### src/rtl/commreg_pkg.sv
package commreg_pkg;

    localparam int DATA_W = 16;
    localparam int ADDR_W = 8;
    localparam int LANES  = DATA_W / 8;

    // control window offsets
    localparam logic [ADDR_W-1:0] C_BANK  = 8'h00;
    localparam logic [ADDR_W-1:0] C_ACK5  = 8'h40;
    localparam logic [ADDR_W-1:0] C_LAMP  = 8'h80;
    localparam logic [ADDR_W-1:0] C_ACK2  = 8'hA0;
    localparam logic [ADDR_W-1:0] C_NODE  = 8'hC0;
    localparam logic [ADDR_W-1:0] C_MISC  = 8'hE0;

    // I/O window offsets
    localparam logic [ADDR_W-1:0] I_RXRES = 8'h10;
    localparam logic [ADDR_W-1:0] I_RXGO  = 8'h16;
    localparam logic [ADDR_W-1:0] I_TXRES = 8'h18;
    localparam logic [ADDR_W-1:0] I_TXGO  = 8'h1C;
    localparam logic [ADDR_W-1:0] I_STAT0 = 8'h88;
    localparam logic [ADDR_W-1:0] I_STAT1 = 8'h8A;
    localparam logic [ADDR_W-1:0] I_RUN   = 8'hC0;

    localparam logic [7:0]        GO_CODE = 8'h8C;
    localparam logic [DATA_W-1:0] RESULT  = 16'd5;

    // write strobes out of the decoder
    typedef struct packed {
        logic       bank;
        logic       ack5;
        logic       ack2;
        logic       rxgo;
        logic       txgo;
        logic       run;
        logic [1:0] stat;
    } wr_strobe_t;

    // read source selection
    typedef enum logic [2:0] {
        RD_ZERO,
        RD_BANK,
        RD_STAT0,
        RD_STAT1,
        RD_RESULT
    } rd_sel_t;

endpackage

### src/rtl/commreg_decode.sv
module commreg_decode
    import commreg_pkg::*;
(
    input  logic              valid,
    input  logic              we,
    input  logic              io,
    input  logic [ADDR_W-1:0] addr,
    output wr_strobe_t        wr,
    output rd_sel_t           rsel
);

    always_comb begin
        wr   = '0;
        rsel = RD_ZERO;
        if (valid && we && !io) begin
            case (addr)
                C_BANK:  wr.bank = 1'b1;
                C_ACK5:  wr.ack5 = 1'b1;
                C_ACK2:  wr.ack2 = 1'b1;
                default: ;                 // lamp, node, misc and others: accepted, no effect
            endcase
        end else if (valid && we && io) begin
            case (addr)
                I_RXGO:  wr.rxgo    = 1'b1;
                I_TXGO:  wr.txgo    = 1'b1;
                I_STAT0: wr.stat[0] = 1'b1;
                I_STAT1: wr.stat[1] = 1'b1;
                I_RUN:   wr.run     = 1'b1;
                default: ;
            endcase
        end else if (valid && !we && !io) begin
            rsel = (addr == C_BANK) ? RD_BANK : RD_ZERO;
        end else if (valid && !we && io) begin
            case (addr)
                I_RXRES, I_TXRES: rsel = RD_RESULT;
                I_STAT0:          rsel = RD_STAT0;
                I_STAT1:          rsel = RD_STAT1;
                default:          rsel = RD_ZERO;
            endcase
        end
    end

endmodule

### src/rtl/commreg_irq.sv
module commreg_irq #(
    parameter int N = 2
) (
    input  logic         clk,
    input  logic         rst_n,
    input  logic [N-1:0] set,
    input  logic [N-1:0] ack,
    output logic [N-1:0] pend
);

    for (genvar i = 0; i < N; i++) begin : g_lvl
        always_ff @(posedge clk) begin
            if (!rst_n)
                pend[i] <= 1'b0;
            else if (set[i])
                pend[i] <= 1'b1;      // set wins over acknowledge
            else if (ack[i])
                pend[i] <= 1'b0;
        end
    end

endmodule

### src/rtl/commreg_status.sv
module commreg_status #(
    parameter int WORDS  = 2,
    parameter int DATA_W = 16
) (
    input  logic                          clk,
    input  logic                          rst_n,
    input  logic [WORDS-1:0]              wr,
    input  logic [DATA_W/8-1:0]           be,
    input  logic [DATA_W-1:0]             wdata,
    output logic [WORDS-1:0][DATA_W-1:0]  q
);

    localparam int LANES = DATA_W / 8;

    for (genvar w = 0; w < WORDS; w++) begin : g_word
        for (genvar l = 0; l < LANES; l++) begin : g_lane
            always_ff @(posedge clk) begin
                if (!rst_n)
                    q[w][l*8 +: 8] <= 8'h00;
                else if (wr[w] && be[l])
                    q[w][l*8 +: 8] <= wdata[l*8 +: 8];
            end
        end
    end

endmodule

### src/rtl/comm_ctrl_regs.sv
module comm_ctrl_regs
    import commreg_pkg::*;
(
    input  logic              clk,
    input  logic              rst_n,
    input  logic              bus_valid,
    input  logic              bus_we,
    input  logic              bus_io,
    input  logic [ADDR_W-1:0] bus_addr,
    input  logic [DATA_W-1:0] bus_wdata,
    input  logic [LANES-1:0]  bus_be,
    output logic [DATA_W-1:0] bus_rdata,
    input  logic              irq2_set,
    input  logic              irq5_set,
    output logic              ram_addr_hi,
    output logic              rx_enable,
    output logic              tx_enable,
    output logic              cpu_run,
    output logic              irq_lvl2,
    output logic              irq_lvl5,
    output logic              irq_lvl6
);

    wr_strobe_t              wr;
    rd_sel_t                 rsel;
    logic [DATA_W-1:0]       bank_q;
    logic                    rx_q, tx_q, run_q;
    logic [1:0]              pend;
    logic [1:0][DATA_W-1:0]  stat_q;

    commreg_decode u_dec (
        .valid (bus_valid),
        .we    (bus_we),
        .io    (bus_io),
        .addr  (bus_addr),
        .wr    (wr),
        .rsel  (rsel)
    );

    commreg_irq #(.N(2)) u_irq (
        .clk   (clk),
        .rst_n (rst_n),
        .set   ({irq5_set, irq2_set}),
        .ack   ({wr.ack5, wr.ack2}),
        .pend  (pend)
    );

    commreg_status #(.WORDS(2), .DATA_W(DATA_W)) u_stat (
        .clk   (clk),
        .rst_n (rst_n),
        .wr    (wr.stat),
        .be    (bus_be),
        .wdata (bus_wdata),
        .q     (stat_q)
    );

    always_ff @(posedge clk) begin
        if (!rst_n) begin
            bank_q <= '0;
            rx_q   <= 1'b0;
            tx_q   <= 1'b0;
            run_q  <= 1'b0;
        end else begin
            if (wr.bank) bank_q <= bus_wdata;
            if (wr.rxgo) rx_q   <= (bus_wdata[7:0] == GO_CODE);
            if (wr.txgo) tx_q   <= (bus_wdata[7:0] == GO_CODE);
            if (wr.run)  run_q  <= (bus_wdata != '0);
        end
    end

    always_comb begin
        unique case (rsel)
            RD_BANK:   bus_rdata = bank_q;
            RD_STAT0:  bus_rdata = stat_q[0];
            RD_STAT1:  bus_rdata = stat_q[1];
            RD_RESULT: bus_rdata = RESULT;
            default:   bus_rdata = '0;
        endcase
    end

    assign ram_addr_hi = bank_q[0];
    assign rx_enable   = rx_q;
    assign irq_lvl6    = rx_q;
    assign tx_enable   = tx_q;
    assign cpu_run     = run_q;
    assign irq_lvl2    = pend[0];
    assign irq_lvl5    = pend[1];

endmodule

### config.mk
export PLATFORM = sky130hd
export DESIGN_NAME = comm_ctrl_regs
export DESIGN_NICKNAME = d
export VERILOG_FILES = /design/src/rtl/commreg_pkg.sv /design/src/rtl/commreg_decode.sv /design/src/rtl/commreg_irq.sv /design/src/rtl/commreg_status.sv /design/src/rtl/comm_ctrl_regs.sv
export SDC_FILE = /design/constraint.sdc
export NUM_CORES = 1
export LEC_CHECK = 0
export ABC_AREA = 1
export BUFFER_PORTS_ARGS = -buffer_cell sky130_fd_sc_hd__buf_2
export CAP_MARGIN = 20
export CORE_MARGIN = 2
export CORE_UTILIZATION = 55
export CTS_CLUSTER_DIAMETER = 200
export CTS_CLUSTER_SIZE = 14
export DETAILED_ROUTE_END_ITERATION = 6
export HOLD_SLACK_MARGIN = 0.12
export PLACE_DENSITY = 0.79
export SYNTH_ARGS = -nofsm -noshare
export SYNTH_HDL_FRONTEND = slang
export SYNTH_SLANG_ARGS = --single-unit
### constraint.sdc
create_clock -name clk -period 1.2 [get_ports clk]
set_input_delay 0.12 -clock clk [delete_from_list [all_inputs] [get_ports clk]]
set_output_delay 0.12 -clock clk [all_outputs]
set_load 0.02 [all_outputs]
==> flow_summary.json, run 1 <==
{
  "status": "complete, but fails checks",
  "violations": "DRC, setup timing",
  "dp_hpwl_mm": 6.04,
  "synth_area_um2": 2950,
  "clk_root_buffer_cell": "clkbuf_8",
  "ys_ff_latch": 53,
  "drt_wl_total_mm": 13.4,
  "die_area_um2": 5960,
  "grt_pass1_vias": 3549,
  "max-vdd-ir-drop_v": 0.000781,
  "finalHoldViolCount": 0,
  "die_x_um": 77.2,
  "relSlewSlack_pct": 67.3,
  "synth_nets": 476,
  "vias_per_cell": 6.43,
  "worstSkewPairLatency_ns": 0.30,
  "worstPathRequired_ns": 1.40,
  "cts-htree-levels": 2,
  "grt_remaining_overflow": 0,
  "ios": 56,
  "clockBufferDepth": 2,
  "core_um2": 5140,
  "route.detailed.drc": 65,
  "setup_viol": 18,
  "grt_max_degree": 36,
  "dpl_cell_area_um2": 3500,
  "die_y_um": 77.2,
  "port_buffers": 55,
  "design_area_um2": 4540,
  "syn_inst": 443,
  "hold_path.class": "input port to flop",
  "grt_use_met3_pct": 8.94,
  "clk_pin_slew_ns": 0.10,
  "yosysTopAreaCell": "dfxtp_1",
  "synth_seq_area_share_pct": 36.0,
  "grt_busiest_layer": "met2",
  "yosysUniqueCellTypes": 21,
  "grt_antenna_before_repair": 0,
  "initial_utilization_pct": 57.4,
  "skew_ns": 0,
  "cp.arrival_ns": 1.63,
  "p_leak_nw": 2.15,
  "drive_above_1_share_pct": 40.9,
  "end_kind": "flop",
  "rsz0062_at_grt": "true",
  "drt_iter0_markers": 684,
  "synth_top_area_share_pct": 36.0,
  "postSynthAreaPerCell_um2": 6.65,
  "layout.nets": 577,
  "drv_cap": 0,
  "post-route-period-util_pct": 119,
  "cts.sinks": 53,
  "dr_total_vias": 3957,
  "fill_cells": 237,
  "antenna_left": 0,
  "grt_usage_pct": 36.6,
  "path_class": "input port to flop",
  "crit_path_start_kind": "input port",
  "core.rowCount": 26,
  "timing.final.ws_setup_ns": -0.229,
  "grt_use_met1_pct": 44.5,
  "grtUsageMet2_pct": 62.3,
  "crit_path_max_fanout": 3,
  "wire_per_inst_um": 21.8,
  "routabilityCongestion": 0.867,
  "area_growth_pct": 54.2,
  "fin_crit_ns": 1.43,
  "cts_buffers": 5,
  "tightest_slew_ns": 0.487,
  "cts_tree": "built",
  "clock.fmax_mhz": 700,
  "power_density_nw_per_um2": 787,
  "ys.warnings.count": 0,
  "grt_first_pass_wirelength_mm": 17.3,
  "synthTopCellsByArea": "dfxtp_1, nand2_1, nor2_1, nand3_1, nand4_1",
  "num_antenna_cells": 0,
  "fin_tns_setup_ns": -2.45,
  "slew_violations": 0,
  "first_pass_iters": 7
}
[registers in the layout, summed over array words and instances, names as in the netlist]
signal,cells
cpu_run,1
u_irq.pend,2
tx_enable,1
bank_q,16
u_stat.q,32
irq_lvl6,1
[final cells by class]
type | instances | area, um2 | share of cell area (%)
timing repair buffer | 116 | 1110 | 24.3
sequential | 53 | 1060 | 23.3
inverter | 40 | 173 | 3.80
multi-input combinational | 328 | 2010 | 44.1
clock inverter | 2 | 38.8 | 0.854
tap | 70 | 87.6 | 1.93
clock buffer | 6 | 72.6 | 1.60
[power breakdown]
part | leakage (nW) | internal, W | total, W | switching (W)
clock network | 0.0554 | 0.000628 | 0.00125 | 0.000622
registers | 0.427 | 0.00176 | 0.00177 | 0.00000271
logic | 1.66 | 0.000220 | 0.000563 | 0.000343
[repair_timing]
item,4_1_cts,5_1_grt
setup endpoints to repair,16,19
gates cloned,2,2
resized for setup,122,59
endpoints found under the hold margin,17,0
hold buffers,17,0
buffers inserted,12,3
pin swaps,21,27
[synth_stat cells]
library cell	count
inv_1	34
buf_1	4
buf_4	2
clkinv_1	1
nand2_1	107
nor2_1	83
nor2_8	2
a21oi_1	20
nand4_1	32
nand3_2	1
nor3_1	7
buf_2	6
clkbuf_1	4
nand2_2	6
inv_2	5
dfxtp_1	53
nand3_4	2
nor2_2	1
nand3_1	54
nor2_4	13
buf_6	6
[worst max-delay path, cell delays in order]
cell           delay [ns]
dlygate4sd3_1        0.56
buf_2                0.16
inv_1                0.15
nand2_1              0.12
nor2_2               0.12
nand3_2              0.15
nor2_2               0.17
nor2_1               0.07
[cell usage in the layout (no fill, tap or decap), drive strengths merged]
cell type / synthesis / layout
nor2: 99 / 99
nand3: 57 / 57
clkinv: 1 / 2
nand2: 113 / 113
inv: 39 / 39
clkbuf: 4 / 8
bufinv: 0 / 1
a21oi: 20 / 20
dfxtp: 53 / 53
dlymetal6s4s: 0 / 5
dlygate4sd3: 0 / 12
buf: 18 / 97
nand4: 32 / 32
nor3: 7 / 7
[final timing paths]
| path | endpoint | slack (ns) | from | cells after the start |
|---|---|---|---|---|
| min reg2reg | u_irq.pend[0] | 0.47 | u_irq.pend[0] | 2 |
| max | cpu_run | -0.23 | bus_wdata[14] | 8 |
| min | u_stat.q[24] | 0.22 | bus_be[1] | 4 |
| max reg2reg | u_stat.q[28] | 0.35 | u_stat.q[28] | 2 |
[layer usage]
metal | wire length [um] | vias up
met2 | 6070 | 407
met3 | 1780 | 142
li1 | - | 1634
met1 | 4450 | 1774
met5 | 0 | -
met4 | 1080 | 0
[kinds of logic after synthesis]
group	after synthesis	share of synthesized area [%]
AOI/OAI and AO/OA	20	3.40
DFF	53	36.0
and+or+nand+nor	308	50.7
buffers and inverters	62	9.93
[per-stage QoR]
stage	utilization (%)	hold slack [ns]	total power, W	setup WS (ns)	cells
4_1_cts	85.3	0.130	0.00347	-0.0950	619
6_report	88.4	0.218	0.00358	-0.229	615
3_5_place_dp	68.1	0.364	0.00218	-0.156	580
2_1_floorplan	-	0.254	0.00200	0.0335	443
3_3_place_gp	68.1	0.360	0.00217	-0.138	580
5_1_grt	88.4	0.194	0.00365	-0.225	615
No activity file was read; power rests on OpenSTA's default activity.
==> run 2, diff against run 1 <==
--- a/config.mk
+++ b/config.mk
@@ -5,11 +5,10 @@
 export SDC_FILE = /design/constraint.sdc
 export NUM_CORES = 1
 export LEC_CHECK = 0
-export ABC_AREA = 1
 export BUFFER_PORTS_ARGS = -buffer_cell sky130_fd_sc_hd__buf_2
 export CAP_MARGIN = 20
 export CORE_MARGIN = 2
-export CORE_UTILIZATION = 55
+export CORE_UTILIZATION = 53
 export CTS_CLUSTER_DIAMETER = 200
 export CTS_CLUSTER_SIZE = 14
 export DETAILED_ROUTE_END_ITERATION = 6
==> constraint.sdc (replaced) <==
create_clock -name clk -period 1.2 [get_ports clk]
set_input_delay 0.12 -clock clk [delete_from_list [all_inputs] [get_ports clk]]
set_output_delay 0.12 -clock clk [all_outputs]
set_load 0.01 [all_outputs]
==> flow_summary.json, run 2 <==
{
  "tightest_slew_ns": 0.473,
  "hold_end": "u_stat.q[15]",
  "drv_cap": 0,
  "core.rowCount": 24,
  "clk_pin_slew_ns": 0.09,
  "die_y_um": 70.2,
  "die_area_um2": 4930,
  "seqPwrFrac_pct": 56.8,
  "multi_input_area_um2": 1300,
  "top_regs": "u_stat.q: 32 flops, bank_q: 16 flops, u_irq.pend: 2 flops",
  "synthTopCellsByArea": "dfxtp_1, nand3_1, o21ai_1, nand2_1, a22oi_1",
  "dp_hpwl_mm": 4.23,
  "clk_root_buffer_cell": "clkbuf_8",
  "reg2regPathDepth": 3,
  "p_int_w": 0.00235,
  "route.detailed.drc": 0,
  "p_comb_share_pct": 10.8,
  "holdPathStages": 3,
  "core_um2": 4290,
  "r2r_start": "u_irq.pend[0]",
  "crit_path_max_fanout": 7,
  "slowest_stage": "a222oi_1",
  "timing.final.ws_setup_ns": -0.208,
  "power_density_nw_per_um2": 939,
  "dominantRegCellSynth": "dfxtp_1",
  "drive_above_1_share_pct": 37.2,
  "largest_register": "u_stat.q",
  "yosysUniqueCellTypes": 34,
  "finalHoldViolCount": 0,
  "dpl_cell_area_um2": 2850,
  "synth_nets": 315,
  "vias_per_cell": 5.86,
  "p_clk_share_pct": 32.4,
  "ys_async_sr_fraction_pct": 0,
  "wire_per_inst_um": 16.4,
  "setup_viol": 16,
  "postSynthAreaPerCell_um2": 8.25,
  "hold_path.class": "input port to flop",
  "drt_wl_total_mm": 6.90,
  "ios": 56,
  "path_class": "input port to output port",
  "initial_utilization_pct": 54.2,
  "cts.sinks": 53,
  "cts_tree": "built",
  "finalPower_w": 0.00311,
  "ys_ff_latch": 53,
  "ys.warnings.count": 0,
  "routabilityCongestion": 0.874,
  "crit_path_start_kind": "input port",
  "fin_crit_ns": 1.41,
  "synth_edf_count": 0,
  "grt_pass1_vias": 2298,
  "yosysTopAreaCell": "dfxtp_1",
  "grt_remaining_overflow": 0,
  "ys_top_cells_by_count": "dfxtp_1, nand3_1, o21ai_1, nand2_1, clkbuf_1",
  "fin_tns_setup_ns": -2.89,
  "cts-htree-levels": 2,
  "grt_usage_pct": 28.4,
  "seq_area_um2": 1060,
  "layout.nets": 400,
  "worstSkewPairLatency_ns": 0.31,
  "mostFrequentLayoutCells": "nand3_1, dfxtp_1, o21ai_1, buf_2, nand2_1",
  "fill_cells": 296,
  "fin_cells": 420,
  "skew_ns": 0,
  "violations": "setup timing",
  "rsz0062_at_grt": "true",
  "area_growth_pct": 42.4,
  "post-route-period-util_pct": 117,
  "final_common_cell": "nand3_1",
  "clock.fmax_mhz": 710,
  "r2r_setup_slack_ns": 0.45,
  "antenna_left": 0,
  "port_buffers": 55,
  "p_sw_w": 0.000763,
  "end_kind": "output port",
  "dr_total_vias": 2460,
  "dp_cells": 396,
  "worstPathRequired_ns": 1.08,
  "grt_first_pass_wirelength_mm": 11.1,
  "path_cells": "buf_6 -> and4bb_4 -> and3_4 -> buf_8 -> a222oi_1 -> inv_1 -> buf_2",
  "cp.arrival_ns": 1.29,
  "max-vdd-ir-drop_v": 0.000709,
  "swShare_pct": 24.5,
  "p_leak_nw": 1.41,
  "design_area_um2": 3310,
  "drt_iter0_markers": 198,
  "synth_area_um2": 2330,
  "slew_violations": 0,
  "first_pass_iters": 5,
  "clockBufferDepth": 2,
  "hp-start": "bus_wdata[15]",
  "grt_max_degree": 36,
  "status": "complete, but fails checks",
  "max_stage_delay_ns": 0.31,
  "r2r_end": "u_irq.pend[0]",
  "grt_antenna_before_repair": 0,
  "synth_seq_area_share_pct": 45.6,
  "largest_reg_flops": 32,
  "synth_top_area_share_pct": 45.6,
  "die_x_um": 70.2,
  "num_antenna_cells": 0,
  "syn_inst": 282,
  "cts_buffers": 5,
  "relSlewSlack_pct": 68.0
}
run 2: kinds of logic after synthesis:
family	Yosys count	synth area share [%]
AOI/OAI and AO/OA	71	18.3
and+or+nand+nor	127	29.5
muxes	2	0.861
buffers and inverters	29	5.70
DFF	53	45.6
run 2: critical path, delay by kind of cell:
family          cells  cell delay [ns]
simple gates        2             0.41
compound gates      1             0.31
buf+inv             4             0.45
run 2: worst max path at each step:
stage                            start             to  slack [ns]  cells past startpoint
after floorplan           bus_wdata[1]      tx_enable       -0.10                      3
after global placement     bus_addr[5]  bus_rdata[15]       -0.30                      6
after detailed placement   bus_addr[5]  bus_rdata[15]       -0.33                      6
after CTS                  bus_addr[2]  bus_rdata[15]       -0.22                      8
after global routing         bus_valid   bus_rdata[3]       -0.28                      7
final                      bus_addr[7]  bus_rdata[15]       -0.21                      7
run 2: cell type report:
type / instances / area share, %
repair buffers: 100 / 23.5
multi-input cells: 201 / 39.1
clock buffers: 6 / 2.19
flip-flops and latches: 53 / 32.1
clock inverters: 2 / 0.416
inverters: 6 / 0.680
well taps: 52 / 1.96
run 2: repair_timing:
| action | CTS | global route |
|---|---|---|
| endpoints found under the hold margin | 19 | 0 |
| pin swaps | 22 | 12 |
| hold buffers | 10 | 0 |
| setup endpoints to repair | 16 | 19 |
| gates cloned | 1 | 0 |
| buffers inserted | 2 | 3 |
| resized for setup | 44 | 17 |
run 2: stage by stage:
| step | utilization [%] | hold slack (ns) | worst slack (ns) |
|---|---|---|---|
| final | 77.1 | 0.123 | -0.208 |
| after global routing | 77.1 | 0.115 | -0.282 |
| after CTS | 74.9 | 0.125 | -0.218 |
| after detailed placement | 66.5 | 0.324 | -0.335 |
| after global placement | 66.5 | 0.314 | -0.300 |
| after floorplan | - | 0.230 | -0.101 |
run 2: power by group through the flow:
stage,Clock [W],Combinational (W),Sequential [W]
finish,0.00101,0.000337,0.00177
floorplan,0,0.0000980,0.00181
global placement,0,0.000244,0.00181
detailed placement,0,0.000248,0.00181
global route,0.00109,0.000360,0.00177
CTS,0.00102,0.000313,0.00177
run 2: per-layer routing:
metal / track usage, % / up-vias / part of all wire [%]
met2: 46.4 / 100 / 48
li1: - / 1206 / -
met5: 0 / - / 0
met3: 6.49 / 24 / 6.7
met4: 10.9 / 0 / 3.4
met1: 36.3 / 1130 / 42
==> run 3, diff against run 2 <==
--- a/config.mk
+++ b/config.mk
@@ -5,11 +5,12 @@
 export SDC_FILE = /design/constraint.sdc
 export NUM_CORES = 1
 export LEC_CHECK = 0
+export ABC_AREA = 1
 export BUFFER_PORTS_ARGS = -buffer_cell sky130_fd_sc_hd__buf_2
 export CAP_MARGIN = 20
 export CORE_MARGIN = 2
-export CORE_UTILIZATION = 53
-export CTS_CLUSTER_DIAMETER = 200
+export CORE_UTILIZATION = 55
+export CTS_CLUSTER_DIAMETER = 40
 export CTS_CLUSTER_SIZE = 14
 export DETAILED_ROUTE_END_ITERATION = 6
 export HOLD_SLACK_MARGIN = 0.12
==> flow_summary.json, run 3 (same netlist as run 1, synthesis figures left out) <==
{
  "post-route-period-util_pct": 111,
  "p_clk_share_pct": 30.7,
  "drt_iter0_markers": 539,
  "vias_per_cell": 5.82,
  "p_comb_share_pct": 16.1,
  "grt_first_pass_wirelength_mm": 14.2,
  "routabilityCongestion": 0.861,
  "wire_per_inst_um": 16.7,
  "grt_remaining_overflow": 0,
  "relSlewSlack_pct": 68.7,
  "cts-htree-levels": 2,
  "timing.final.ws_setup_ns": -0.132,
  "fill_cells": 319,
  "grt_pass1_vias": 2999,
  "fin_crit_ns": 1.33,
  "hold_end": "bank_q[4]",
  "end_kind": "output port",
  "largest_register": "u_stat.q",
  "die_y_um": 77.2,
  "drt_wl_total_mm": 10.3,
  "r2r_setup_slack_ns": 0.42,
  "path_class": "input port to output port",
  "clk_root_buffer_cell": "clkbuf_8",
  "power_density_nw_per_um2": 786,
  "fin_tns_setup_ns": -1.49,
  "grt_usage_pct": 29.9,
  "r2r_start": "u_stat.q[28]",
  "cts.sinks": 53,
  "route.detailed.drc": 0,
  "worstSkewPairLatency_ns": 0.31,
  "drive_above_1_share_pct": 34.4,
  "path_cells": "buf_8 -> inv_4 -> nand2_4 -> nor2_8 -> nand2_4 -> nor2_4 -> buf_6 -> buf_12 -> nand2_2 -> nand3_1 -> buf_2",
  "hp-start": "bus_wdata[4]",
  "ios": 56,
  "cp_top_family": "buffers and inverters",
  "clk_pin_slew_ns": 0.10,
  "cp_common_cell": "nand2_4",
  "initial_utilization_pct": 57.4,
  "pre_cts_slack_ns": -0.172,
  "finalHoldViolCount": 0,
  "max_stage_delay_ns": 0.15,
  "p_leak_nw": 1.94,
  "largest_reg_flops": 32,
  "swShare_pct": 27.6,
  "area_growth_pct": 43.2,
  "crit_path_start_kind": "input port",
  "seqPwrFrac_pct": 53.2,
  "die_area_um2": 5960,
  "hold_path.class": "input port to flop",
  "core.rowCount": 26,
  "top_regs": "u_stat.q: 32 flops, bank_q: 16 flops, u_irq.pend: 2 flops",
  "p_sw_w": 0.000914,
  "cts_tree": "built",
  "core_um2": 5140,
  "slew_violations": 0,
  "p_int_w": 0.00240,
  "port_buffers": 55,
  "slowest_stage": "nor2_8",
  "max-vdd-ir-drop_v": 0.000803,
  "holdPathStages": 3,
  "drv_cap": 0,
  "dp_hpwl_mm": 6.05,
  "reg2regPathDepth": 2,
  "grt_antenna_before_repair": 0,
  "dr_total_vias": 3592,
  "clockBufferDepth": 2,
  "clock.fmax_mhz": 751,
  "num_antenna_cells": 0,
  "cp.arrival_ns": 1.21,
  "r2r_end": "u_stat.q[28]",
  "mostFrequentLayoutCells": "nand2_1, nor2_1, dfxtp_1, buf_4, nand3_1",
  "setup_viol": 18,
  "first_pass_iters": 6,
  "final_common_cell": "nand2_1",
  "skew_ns": 0,
  "grt_max_degree": 36,
  "worstPathRequired_ns": 1.08,
  "crit_path_max_fanout": 8,
  "tightest_slew_ns": 0.467,
  "status": "complete, but fails checks",
  "antenna_left": 0,
  "die_x_um": 77.2,
  "cp_num_buf_inv": 5,
  "rsz0062_at_grt": "true",
  "violations": "setup timing",
  "cts_buffers": 5,
  "layout.nets": 579
}
run 3: cell types whose count changed in the layout (fill, tap and decap cells not counted), moves of 10 or more:
cell     previous run  this run
a21oi_1             2        19
inv_2               0        11
nand3_1            53        39
o21ai_1            48         0
a22oi_2            11         0
nand3_2             0        13
nand4_1             2        32
inv_1               6        22
nand2_4             0        10
nor2_1              5        80
nand2_1            33        92
buf_4              28        43
nor2_4              0        14
run 3: worst max path at each step:
stage / to / startpoint / slack, ns / cells past startpoint
finish: bus_rdata[12] / bus_addr[4] / -0.13 / 11
global route: bus_rdata[10] / bus_addr[0] / -0.19 / 9
detailed placement: bus_rdata[0] / bus_we / -0.17 / 7
global placement: bus_rdata[0] / bus_we / -0.1 / 7
floorplan: bus_rdata[1] / bus_addr[5] / 0.10 / 8
CTS: bus_rdata[0] / bus_we / -0.09 / 10
run 3: final cells by class:
type / instances / area [um2] / share of cell area (%)
Clock buffer: 7 / 76.3 / 1.81
Tap cell: 70 / 87.6 / 2.08
Multi-Input combinational cell: 328 / 1810 / 42.9
Inverter: 40 / 178 / 4.21
Sequential cell: 53 / 1060 / 25.1
Timing Repair Buffer: 118 / 1000 / 23.7
Clock inverter: 1 / 7.51 / 0.178
run 3: power groups by stage:
| stage | Combinational (W) | Sequential [W] | Clock, W |
|---|---|---|---|
| after detailed placement | 0.000371 | 0.00181 | 0 |
| after floorplan | 0.000192 | 0.00181 | 0 |
| after global placement | 0.000361 | 0.00181 | 0 |
| after global routing | 0.000560 | 0.00177 | 0.00107 |
| after CTS | 0.000458 | 0.00177 | 0.00101 |
| final | 0.000533 | 0.00177 | 0.00102 |
run 3: per-stage QoR:
step	total power [W]	area (um2)	hold WS, ns	cells	util (%)
3_5_place_dp	0.00218	3510	0.365	581	68.2
5_1_grt	0.00339	4220	0.140	617	82.1
6_report	0.00332	4220	0.131	617	82.1
4_1_cts	0.00323	4020	0.121	613	78.2
3_3_place_gp	0.00217	3510	0.360	581	68.2
2_1_floorplan	0.00200	2950	0.254	443	-
run 3: layer usage:
metal | vias up | GRT usage, % | part of all wire, %
li1 | 1639 | - | -
met1 | 1633 | 39.2 | 38
met2 | 267 | 50.2 | 48
met3 | 53 | 4.82 | 10
met4 | 0 | 9.46 | 3.5
met5 | - | 0 | 0
run 3: timing repair:
item,CTS,global route
gates resized for setup,54,47
pin swaps,5,18
cloned,1,0
endpoints found under the hold margin,15,0
hold buffers,15,0
setup buffers,8,8
endpoints found under the setup margin,16,19
run 3: worst register-to-register path, cell delays in order (launching register included):
cell and delay [ns]:
dfxtp_1 0.34, nor2_1 0.23, nor2_1 0.10
